File: config.mk
export PLATFORM = sky130hd
export DESIGN_NAME = bank_mapper
export DESIGN_NICKNAME = d
export VERILOG_FILES = /design/src/rtl/bank_map_pkg.sv /design/src/rtl/bank_sel_reg.sv /design/src/rtl/addr_xlate.sv /design/src/rtl/out_stage.sv /design/src/rtl/bank_mapper.sv
export SDC_FILE = /design/constraint.sdc
export NUM_CORES = 1
export LEC_CHECK = 0
export ABC_AREA = 0
export BUFFER_PORTS_ARGS = -buffer_cell sky130_fd_sc_hd__buf_2
export CAP_MARGIN = 20
export CORE_ASPECT_RATIO = 1.5
export CORE_MARGIN = 2
export CORE_UTILIZATION = 30
export CTS_CLUSTER_DIAMETER = 120
export DETAILED_ROUTE_END_ITERATION = 10
export SETUP_SLACK_MARGIN = 0.2
export SLEW_MARGIN = 40
export SYNTH_ARGS = -nofsm -noshare
export SYNTH_HDL_FRONTEND = slang
export SYNTH_SLANG_ARGS = --single-unit
File: constraint.sdc
create_clock -name clk -period 1.1 [get_ports clk]
set_input_delay 0.11 -clock clk [delete_from_list [all_inputs] [get_ports clk]]
set_output_delay 0.11 -clock clk [all_outputs]
set_load 0.005 [all_outputs]
File: src/rtl/bank_map_pkg.sv
package bank_map_pkg;

    typedef enum logic {
        MAP_OR  = 1'b0,
        MAP_ADD = 1'b1
    } map_mode_e;

    typedef struct packed {
        logic common;   // address lies in the fixed top window
        logic lowpg;    // address lies in the pinned low page
    } win_t;

    // Physical block index (upper address bits) that the common window uses
    function automatic int common_block(map_mode_e m, int blk_w, int bank_w);
        if (m == MAP_ADD)
            return (2 ** bank_w) * ((2 ** blk_w) - 1);
        return (2 ** (blk_w + bank_w)) - 1;
    endfunction

endpackage

File: src/rtl/bank_sel_reg.sv
module bank_sel_reg #(
    parameter int              BANK_W    = 1,
    parameter int              IO_AW     = 8,
    parameter logic [IO_AW-1:0] BANK_PORT = 8'h40
) (
    input  logic              clk,
    input  logic              rst,
    input  logic              io_wr,
    input  logic [IO_AW-1:0]  io_addr,
    input  logic [BANK_W-1:0] io_data,
    output logic [BANK_W-1:0] bank
);

    logic hit;
    assign hit = io_wr && (io_addr == BANK_PORT);

    always_ff @(posedge clk) begin
        if (rst)
            bank <= '0;
        else if (hit)
            bank <= io_data;
    end

endmodule

File: src/rtl/addr_xlate.sv
module addr_xlate
    import bank_map_pkg::*;
#(
    parameter map_mode_e MODE   = MAP_OR,
    parameter int        LA_W   = 16,
    parameter int        OFF_W  = 13,
    parameter int        BANK_W = 1,
    parameter int        LOW_W  = 8,
    parameter bit        LOW_EN = 1'b0
) (
    input  logic [LA_W-1:0]        la,
    input  logic [BANK_W-1:0]      bank,
    output logic [LA_W+BANK_W-1:0] pa
);

    localparam int BLK_W = LA_W - OFF_W;
    localparam int HI_W  = BLK_W + BANK_W;
    localparam int PA_W  = LA_W + BANK_W;
    localparam int NBLK  = 2 ** BLK_W;
    localparam logic [HI_W-1:0] COMMON_HI = HI_W'(common_block(MODE, BLK_W, BANK_W));

    win_t             win;
    logic [BLK_W-1:0] blk;
    logic [HI_W-1:0]  hi;

    assign blk        = la[LA_W-1:OFF_W];
    assign win.common = &blk;

    generate
        if (LOW_EN) begin : g_low
            assign win.lowpg = (la[LA_W-1:LOW_W] == '0);
        end else begin : g_nolow
            assign win.lowpg = 1'b0;
        end
    endgenerate

    generate
        if (MODE == MAP_ADD) begin : g_add
            localparam logic [HI_W-1:0] STRIDE = HI_W'(NBLK - 1);
            always_comb begin
                if (win.common)
                    hi = COMMON_HI;
                else
                    hi = HI_W'(bank) * STRIDE + HI_W'(blk);
            end
        end else begin : g_or
            always_comb begin
                if (win.common)
                    hi = COMMON_HI;
                else
                    hi = {bank, blk};
            end
        end
    endgenerate

    always_comb begin
        if (win.lowpg)
            pa = PA_W'(la);
        else
            pa = {hi, la[OFF_W-1:0]};
    end

endmodule

File: src/rtl/out_stage.sv
module out_stage #(
    parameter int PA_W    = 17,
    parameter bit REG_OUT = 1'b1
) (
    input  logic            clk,
    input  logic            rst,
    input  logic            mreq,
    input  logic [PA_W-1:0] d,
    output logic [PA_W-1:0] q
);

    generate
        if (REG_OUT) begin : g_reg
            always_ff @(posedge clk) begin
                if (rst)
                    q <= '0;
                else if (mreq)
                    q <= d;
            end
        end else begin : g_comb
            logic unused_ok;
            assign unused_ok = clk ^ rst;
            always_comb q = mreq ? d : '0;
        end
    endgenerate

endmodule

File: src/rtl/bank_mapper.sv
module bank_mapper
    import bank_map_pkg::*;
#(
    parameter map_mode_e        MODE      = MAP_OR,
    parameter int               LA_W      = 16,
    parameter int               OFF_W     = 13,
    parameter int               BANK_W    = 1,
    parameter int               IO_AW     = 8,
    parameter logic [IO_AW-1:0] BANK_PORT = 8'h40,
    parameter int               LOW_W     = 8,
    parameter bit               LOW_EN    = 1'b0,
    parameter bit               REG_OUT   = 1'b1
) (
    input  logic                   clk,
    input  logic                   rst,
    input  logic [LA_W-1:0]        cpu_addr,
    input  logic                   mreq,
    input  logic                   io_wr,
    input  logic [IO_AW-1:0]       io_addr,
    input  logic [BANK_W-1:0]      io_data,
    output logic [LA_W+BANK_W-1:0] phys_addr
);

    localparam int PA_W = LA_W + BANK_W;

    logic [BANK_W-1:0] bank;
    logic [PA_W-1:0]   mapped;

    bank_sel_reg #(
        .BANK_W   (BANK_W),
        .IO_AW    (IO_AW),
        .BANK_PORT(BANK_PORT)
    ) u_bank (
        .clk    (clk),
        .rst    (rst),
        .io_wr  (io_wr),
        .io_addr(io_addr),
        .io_data(io_data),
        .bank   (bank)
    );

    addr_xlate #(
        .MODE  (MODE),
        .LA_W  (LA_W),
        .OFF_W (OFF_W),
        .BANK_W(BANK_W),
        .LOW_W (LOW_W),
        .LOW_EN(LOW_EN)
    ) u_xlate (
        .la  (cpu_addr),
        .bank(bank),
        .pa  (mapped)
    );

    out_stage #(
        .PA_W   (PA_W),
        .REG_OUT(REG_OUT)
    ) u_out (
        .clk (clk),
        .rst (rst),
        .mreq(mreq),
        .d   (mapped),
        .q   (phys_addr)
    );

endmodule

Word-level counts from Yosys, hierarchy flattened:

Index checks and enable logic that the tools add are counted.
Widths: inputs -> output; s select.

* input bits: 29
* flip-flop bits (word level): 18
* output and inout port bits: 17

* reductions and logical operators: 2
* equality and inequality tests: 1
* multiplexer cells: 1

Operators by type and width (count)
* $eq 8x7->1 const B: 1
* $mux 4: 1
* $reduce_and 3->1: 1
* $logic_and 1x1->1: 1

Logic depth before layout (Yosys ltp):

Gate-level depths: netlist of the first run.

* depth after elaboration: 2
* gate-level depth with buffers: 4
* depth with buffers taken out: 3

Hierarchy:

A second synthesis of the first run with hierarchy kept.

* cell total of the unflattened synthesis: 80
* area total of the unflattened synthesis: 800.8 um^2

Modules (own cells, without submodules)
* out_stage: area an instance 614.3 um^2, times used 1, cells an instance 55
* addr_xlate: area an instance 117.6 um^2, times used 1, cells an instance 17
* bank_sel_reg: area an instance 68.8 um^2, times used 1, cells an instance 8

Least setup slack after synthesis of the first run:

OpenSTA, ideal clock, no wires.

* path kind: input-to-reg
* from: input port mreq
* to: register u_out.q[10]
* slack: 0.374 ns
* required time: 0.983 ns
* stages: 4
* arrival time: 0.609 ns
* cells stage by stage: buf_6 -> buf_6 -> mux2i_1 -> nor2_1

RTL lines
* start, declared: line bank_mapper.sv:17 `input logic mreq,`
* end signal, assigned: line out_stage.sv:16 `q <= '0;`
* end signal, assigned: line out_stage.sv:18 `q <= d;`
* end, declared: line out_stage.sv:9 `output logic [PA_W-1:0] q`

Worst setup path in the final report of the first run:

* from: register u_out.q[10]
* to: output port phys_addr[10]

RTL lines
* end, declared: line bank_mapper.sv:21 `output logic [LA_W+BANK_W-1:0] phys_addr`

No word-level cell between the ends.

==> results.ini, run 1 <==
[sta]
finClkSkew_ns=0.0000190
tightest_slew_ns=0.264
finalCriticalPeriod_ns=0.841
fin_tns_setup_ns=0
rsz0062_at_grt=false
fin_crit_sh=0.765
worst_slack_ns=0.259
fmax_mhz=1190
finalSetupViolations=0
slew_viol_final=0
max_slew_margin=0.824
finalHoldViolCount=0
holdWs_ns=0.0605

[cts]
cts_buffer_depth=2
htree_levels=1
cts_sinks=18
path_clk_slew_ns=0.10
ctsHoldBuffers=0
root_buffer=clkbuf_4
cts_buffers=3
cts_tree=yes
cts_setup_buffers=0
clkLatencyLatePin_ns=0.28

[synthesis]
synth_top_family_by_area=multiplexers
yosys.area_share.simple=0.148
yosysTopAreaCell=dfxtp_1
syn-instance-count=63
synth_fa_ha_area_frac=0
synthXorXnorAreaFrac=0
seq_area_frac_synth=0.532
muxShareOfSynthArea=0.251
ys_ff_latch=18
syn_avg_cell_area_um2=10.7
synth_cell_types=11
synth_compound_area_frac=0.0203
synth_nets=92
synth_top_cell_area_share=0.532
synthesis.area_um2=677
synthTopCellsByArea=dfxtp_1, mux2i_1, nor2_1
yosysWarningCount=0

[setup_path]
crit_buf_inv=1
r2r_cells=2
setup.worst_path.end_class=output port
crit_required_ns=0.99
worstSetupStartpointType=flop
cp_slowest_cell=dfxtp_2
cp_data_arrival_time_ns=0.73
worst_path_dominant_cell_family=flip-flops
slowest_delay_ns=0.33
path_max_fanout=2
crit_chain=buf_2
path_class=flop to output port
cp_num_cells=1

[global_route]
grt_max_degree=19
grt_pass1_wl_um=2440
grt-ovfl-total=0
grt_pass1_vias=595
antenna_found_initial=0
grt_usage=0.116

[min_path]
hold-path-cell-count=3
min_path_type=primary input to flop

[placed_design]
dp_hpwl_um=1090
gp_congestion=0.618
post_dp_cell_area_um2=926
dp_slack_ns=0.234
portBuffers=45

[job]
maxCapViolCount=0

[power_and_ir_drop]
p_leak_nw=0.525
finalPower_mw=1.28
p_per_area_nw_per_um2=1310
vdd_drop_max_mv=0.622

[floorplanning]
pin_count=46
fp.dieArea_um2=2660
die_h_um=62.2
core_area_um2=2180
start_util=0.310
rows=21
die_x_um=42.8

[final_layout]
layout-drive-gt1-share=0.555
area_growth_pct=43.8
stdcell_area_um2=973
finalNetCount=140
fillers=230
num_antenna_cells=0

[detailed_routing]
vias=603
drt_pass1_iterations=2
drt.antenna.violating_nets=0
wl_um=1370
viasPerCell=4.53
drt-initial-drc-count=7
wl_per_cell_um=10.3
drc=0

[run_status]
status=complete, no violations

-- per-layer routing --
layer | track usage | vias up | routed length (um)
li1 | - | 306 | -
met5 | 0 | - | 0
met1 | 0.130 | 264 | 541
met2 | 0.199 | 31 | 677
met3 | 0.0262 | 2 | 142
met4 | 0.0586 | 0 | 12
-- power breakdown --
| part | total [mW] | leakage [nW] | internal (mW) | switching, mW |
|---|---|---|---|---|
| Sequential | 0.709 | 0.152 | 0.692 | 0.0167 |
| Clock | 0.384 | 0.0210 | 0.201 | 0.183 |
| Combinational | 0.183 | 0.353 | 0.106 | 0.0776 |
-- per-stage QoR --
stage / cells / util
after floorplan: 63 / -
after global placement: 129 / 0.425
after detailed placement: 129 / 0.425
after CTS: 133 / 0.441
after global routing: 133 / 0.446
final: 133 / 0.446
-- repair_timing --
item,4_1_cts,5_1_grt
endpoints found under the setup margin,0,9
hold endpoints to repair,0,0
resized for setup,0,9
-- Yosys cell counts --
cell type and n:
nand4_1 1, buf_6 2, nor4_2 1, mux2i_1 17
nand2b_1 2, a211oi_1 1, dfxtp_1 18, nor3_1 1
a31oi_1 1, buf_2 2, nor2_1 17
-- cell type report --
class / instances / area (um^2) / area share
flip-flops and latches: 18 / 372 / 0.382
multi-input cells: 41 / 284 / 0.292
repair buffers: 47 / 253 / 0.260
clock buffers: 4 / 36.3 / 0.0373
well taps: 23 / 28.8 / 0.0296
-- registers in the layout, summed over array words and instances (netlist names) --
register     flops
u_bank.bank      1
u_out.q         17
-- cell usage in the layout (no fill, tap or decap) --
master | Yosys | final
nor4_2 | 1 | 1
nor2_1 | 17 | 17
nand2b_1 | 2 | 2
buf_12 | 0 | 1
nor3_1 | 1 | 1
dfxtp_2 | 0 | 9
dfxtp_1 | 18 | 9
a31oi_1 | 1 | 1
mux2i_1 | 17 | 17
a211oi_1 | 1 | 1
nand4_1 | 1 | 1
clkbuf_8 | 0 | 1
clkbuf_4 | 0 | 3
buf_2 | 2 | 45
buf_4 | 0 | 1
-- cells by family (layout without fill, tap and decap cells) --
| group | Yosys count | in the layout |
|---|---|---|
| compound gates | 2 | 2 |
| buf+inv | 4 | 51 |
| flops | 18 | 18 |
| mux | 17 | 17 |
| simple gates | 22 | 22 |
-- worst paths after layout --
kind,startpoint,slack [ns],end
setup reg to reg,u_bank.bank$_SDFFE_PP0P_,0.40,u_out.q[16]$_SDFFE_PP0P_
setup / recovery,u_out.q[10]$_SDFFE_PP0P_,0.26,phys_addr[10]
hold reg to reg,u_out.q[16]$_SDFFE_PP0P_,0.48,u_out.q[16]$_SDFFE_PP0P_
hold / removal,cpu_addr[9],0.06,u_out.q[9]$_SDFFE_PP0P_
No activity file was read; power rests on OpenSTA's default activity.
==> inputs of run 2 (changes only) <==
Settings changed: ABC_AREA 0 to 1.
Clock period 1.1 ns to 0.85 ns, I/O delays scaled along.
==> results.ini, run 2 <==
[cts]
htree_levels=1
cts_buffer_depth=2
cts_tree=yes
cts_buffers=3
clkLatencyLatePin_ns=0.28
cts_sinks=18
root_buffer=clkbuf_4
path_clk_slew_ns=0.10

[sta]
rsz0062_at_grt=true
finalHoldViolCount=2
holdWs_ns=-0.0180
fin_crit_sh=0.968
worst_slack_ns=0.0269
slew_viol_final=0
max_slew_margin=0.829
finalCriticalPeriod_ns=0.823
finalSetupViolations=0
finClkSkew_ns=0.000207
fmax_mhz=1210
fin_tns_setup_ns=0
tightest_slew_ns=0.257

[setup_path]
crit_required_ns=0.76
worstSetupStartpointType=flop
crit_buf_inv=1
path_class=flop to output port
setup.worst_path.end_class=output port
cp_data_arrival_time_ns=0.74
cp_slowest_cell=dfxtp_2
crit_chain=buf_2
slowest_delay_ns=0.34
path_max_fanout=2
worst_path_dominant_cell_family=flip-flops

[synthesis]
seq_area_frac_synth=0.531
yosysMostFrequentCell=nor2_1
synthesis.area_um2=678
synth-main-ff-cell=dfxtp_1
synthTopCellsByArea=dfxtp_1, nor2_1, o21ai_0
synth_nets=117
synth_common_cells=nor2_1, dfxtp_1, o21ai_0, nand2_1, buf_6
ys_async_sr_fraction=0
syn_avg_cell_area_um2=7.71
synth_cell_types=14
yosysTopAreaCell=dfxtp_1
synth_top_cell_area_share=0.531
yosysWarningCount=0
synth_edf_count=0
ys_ff_latch=18
syn-instance-count=88

[min_path]
min_path_type=primary input to flop

[run_status]
status=finished with violations
violations=hold timing

[final_layout]
regMostFlops=u_out.q
layout-drive-gt1-share=0.541
final_common_cell=buf_2
area_growth_pct=49.4
final_cell_mix=buf_2, nor2_1, dfxtp_2
largest_register_ffs=17
largestRegisters=u_out.q (17), u_bank.bank (1)
stdcell_area_um2=1010
finalNetCount=165
num_antenna_cells=0

[floorplanning]
fp.dieArea_um2=2660
core_area_um2=2180
die_h_um=62.2
rows=21
pin_count=46
die_x_um=42.8
start_util=0.311

[placed_design]
dp_slack_ns=0.0643
portBuffers=45
dp_hpwl_um=1260
gp_congestion=0.679
post_dp_cell_area_um2=901

[detailed_routing]
drt_pass1_iterations=4
drt-initial-drc-count=5
drt.antenna.violating_nets=0
viasPerCell=4.50
wl_per_cell_um=10.4
vias=711
wl_um=1640
drc=0

[global_route]
antenna_found_initial=0
grt_pass1_vias=631
grt_usage=0.123
grt_max_degree=18
grt_pass1_wl_um=2620
grt-ovfl-total=0

[power_and_ir_drop]
p_leak_nw=0.518
p_per_area_nw_per_um2=1670
vdd_drop_max_mv=0.877

[job]
maxCapViolCount=0

[run 2: cell types whose count changed in the layout (fill, tap and decap cells not counted), moves of 4 or more]
cell / before / now
mux2i_1: 17 / 0
buf_2: 45 / 40
nand2_1: 0 / 5
o21ai_0: 0 / 4
o21ai_1: 0 / 11
buf_6: 0 / 6
dfxtp_1: 9 / 0
dfxtp_2: 9 / 18
nor2_1: 17 / 35
[run 2: stage by stage]
step / power, mW / hold WS, ns / util / cells
4_1_cts: 1.69 / -0.0267 / 0.439 / 157
6_report: 1.69 / -0.0180 / 0.465 / 158
5_1_grt: 1.79 / -0.0176 / 0.465 / 158
3_5_place_dp: 1.17 / 0.290 / 0.413 / 153
3_3_place_gp: 1.17 / 0.286 / 0.413 / 153
2_1_floorplan: 1.05 / 0.154 / - / 88
[run 2: cell families (layout without fill, tap and decap cells)]
logic type / count (synthesis) / count (layout) / share of synthesized area
buf+inv: 8 / 55 / 0.0830
simple gates: 44 / 44 / 0.251
compound gates: 18 / 18 / 0.135
flops: 18 / 18 / 0.531
[run 2: timing repair]
item	in CTS	in global routing
resized for setup	17	20
setup endpoints to repair	17	29
pin swaps	0	2
buffers inserted	0	1
endpoints found under the hold margin	2	2
[run 2: layout make-up]
type	count	area, um^2
multi-input cells	62	273
repair buffers	47	275
clock buffers	4	36.3
well taps	23	28.8
inverters	4	17.5
fillers	232	1170
flip-flops and latches	18	383
[run 2: report_power, final]
part	internal, mW	switching, mW	leakage (nW)	total [mW]
clock	0.260	0.238	0.0210	0.499
sequential	0.906	0.0316	0.155	0.938
combinational	0.139	0.119	0.342	0.258
total	1.31	0.389	0.518	1.69
[run 2: routing by layer]
metal  vias to the layer above  wire length, um  share of wire  track usage
met4                         0               20          0.012       0.0703
li1                        375                -              -            -
met1                       311              625           0.38        0.141
met3                         2              124          0.076       0.0203
met5                         -                0              0            0
met2                        23              871           0.53        0.208
[run 2: path summary, 6_finish.rpt]
check / end / startpoint / slack (ns) / cells after the start
worst max-delay path: phys_addr[5] / u_out.q[5]$_SDFFE_PP0P_ / 0.03 / 1
worst min-delay path: u_out.q[13]$_SDFFE_PP0P_ / rst / -0.02 / 2
worst max register to register: u_out.q[13]$_SDFFE_PP0P_ / u_out.q[13]$_SDFFE_PP0P_ / 0.17 / 3
worst min register to register: u_out.q[16]$_SDFFE_PP0P_ / u_bank.bank$_SDFFE_PP0P_ / 0.48 / 2
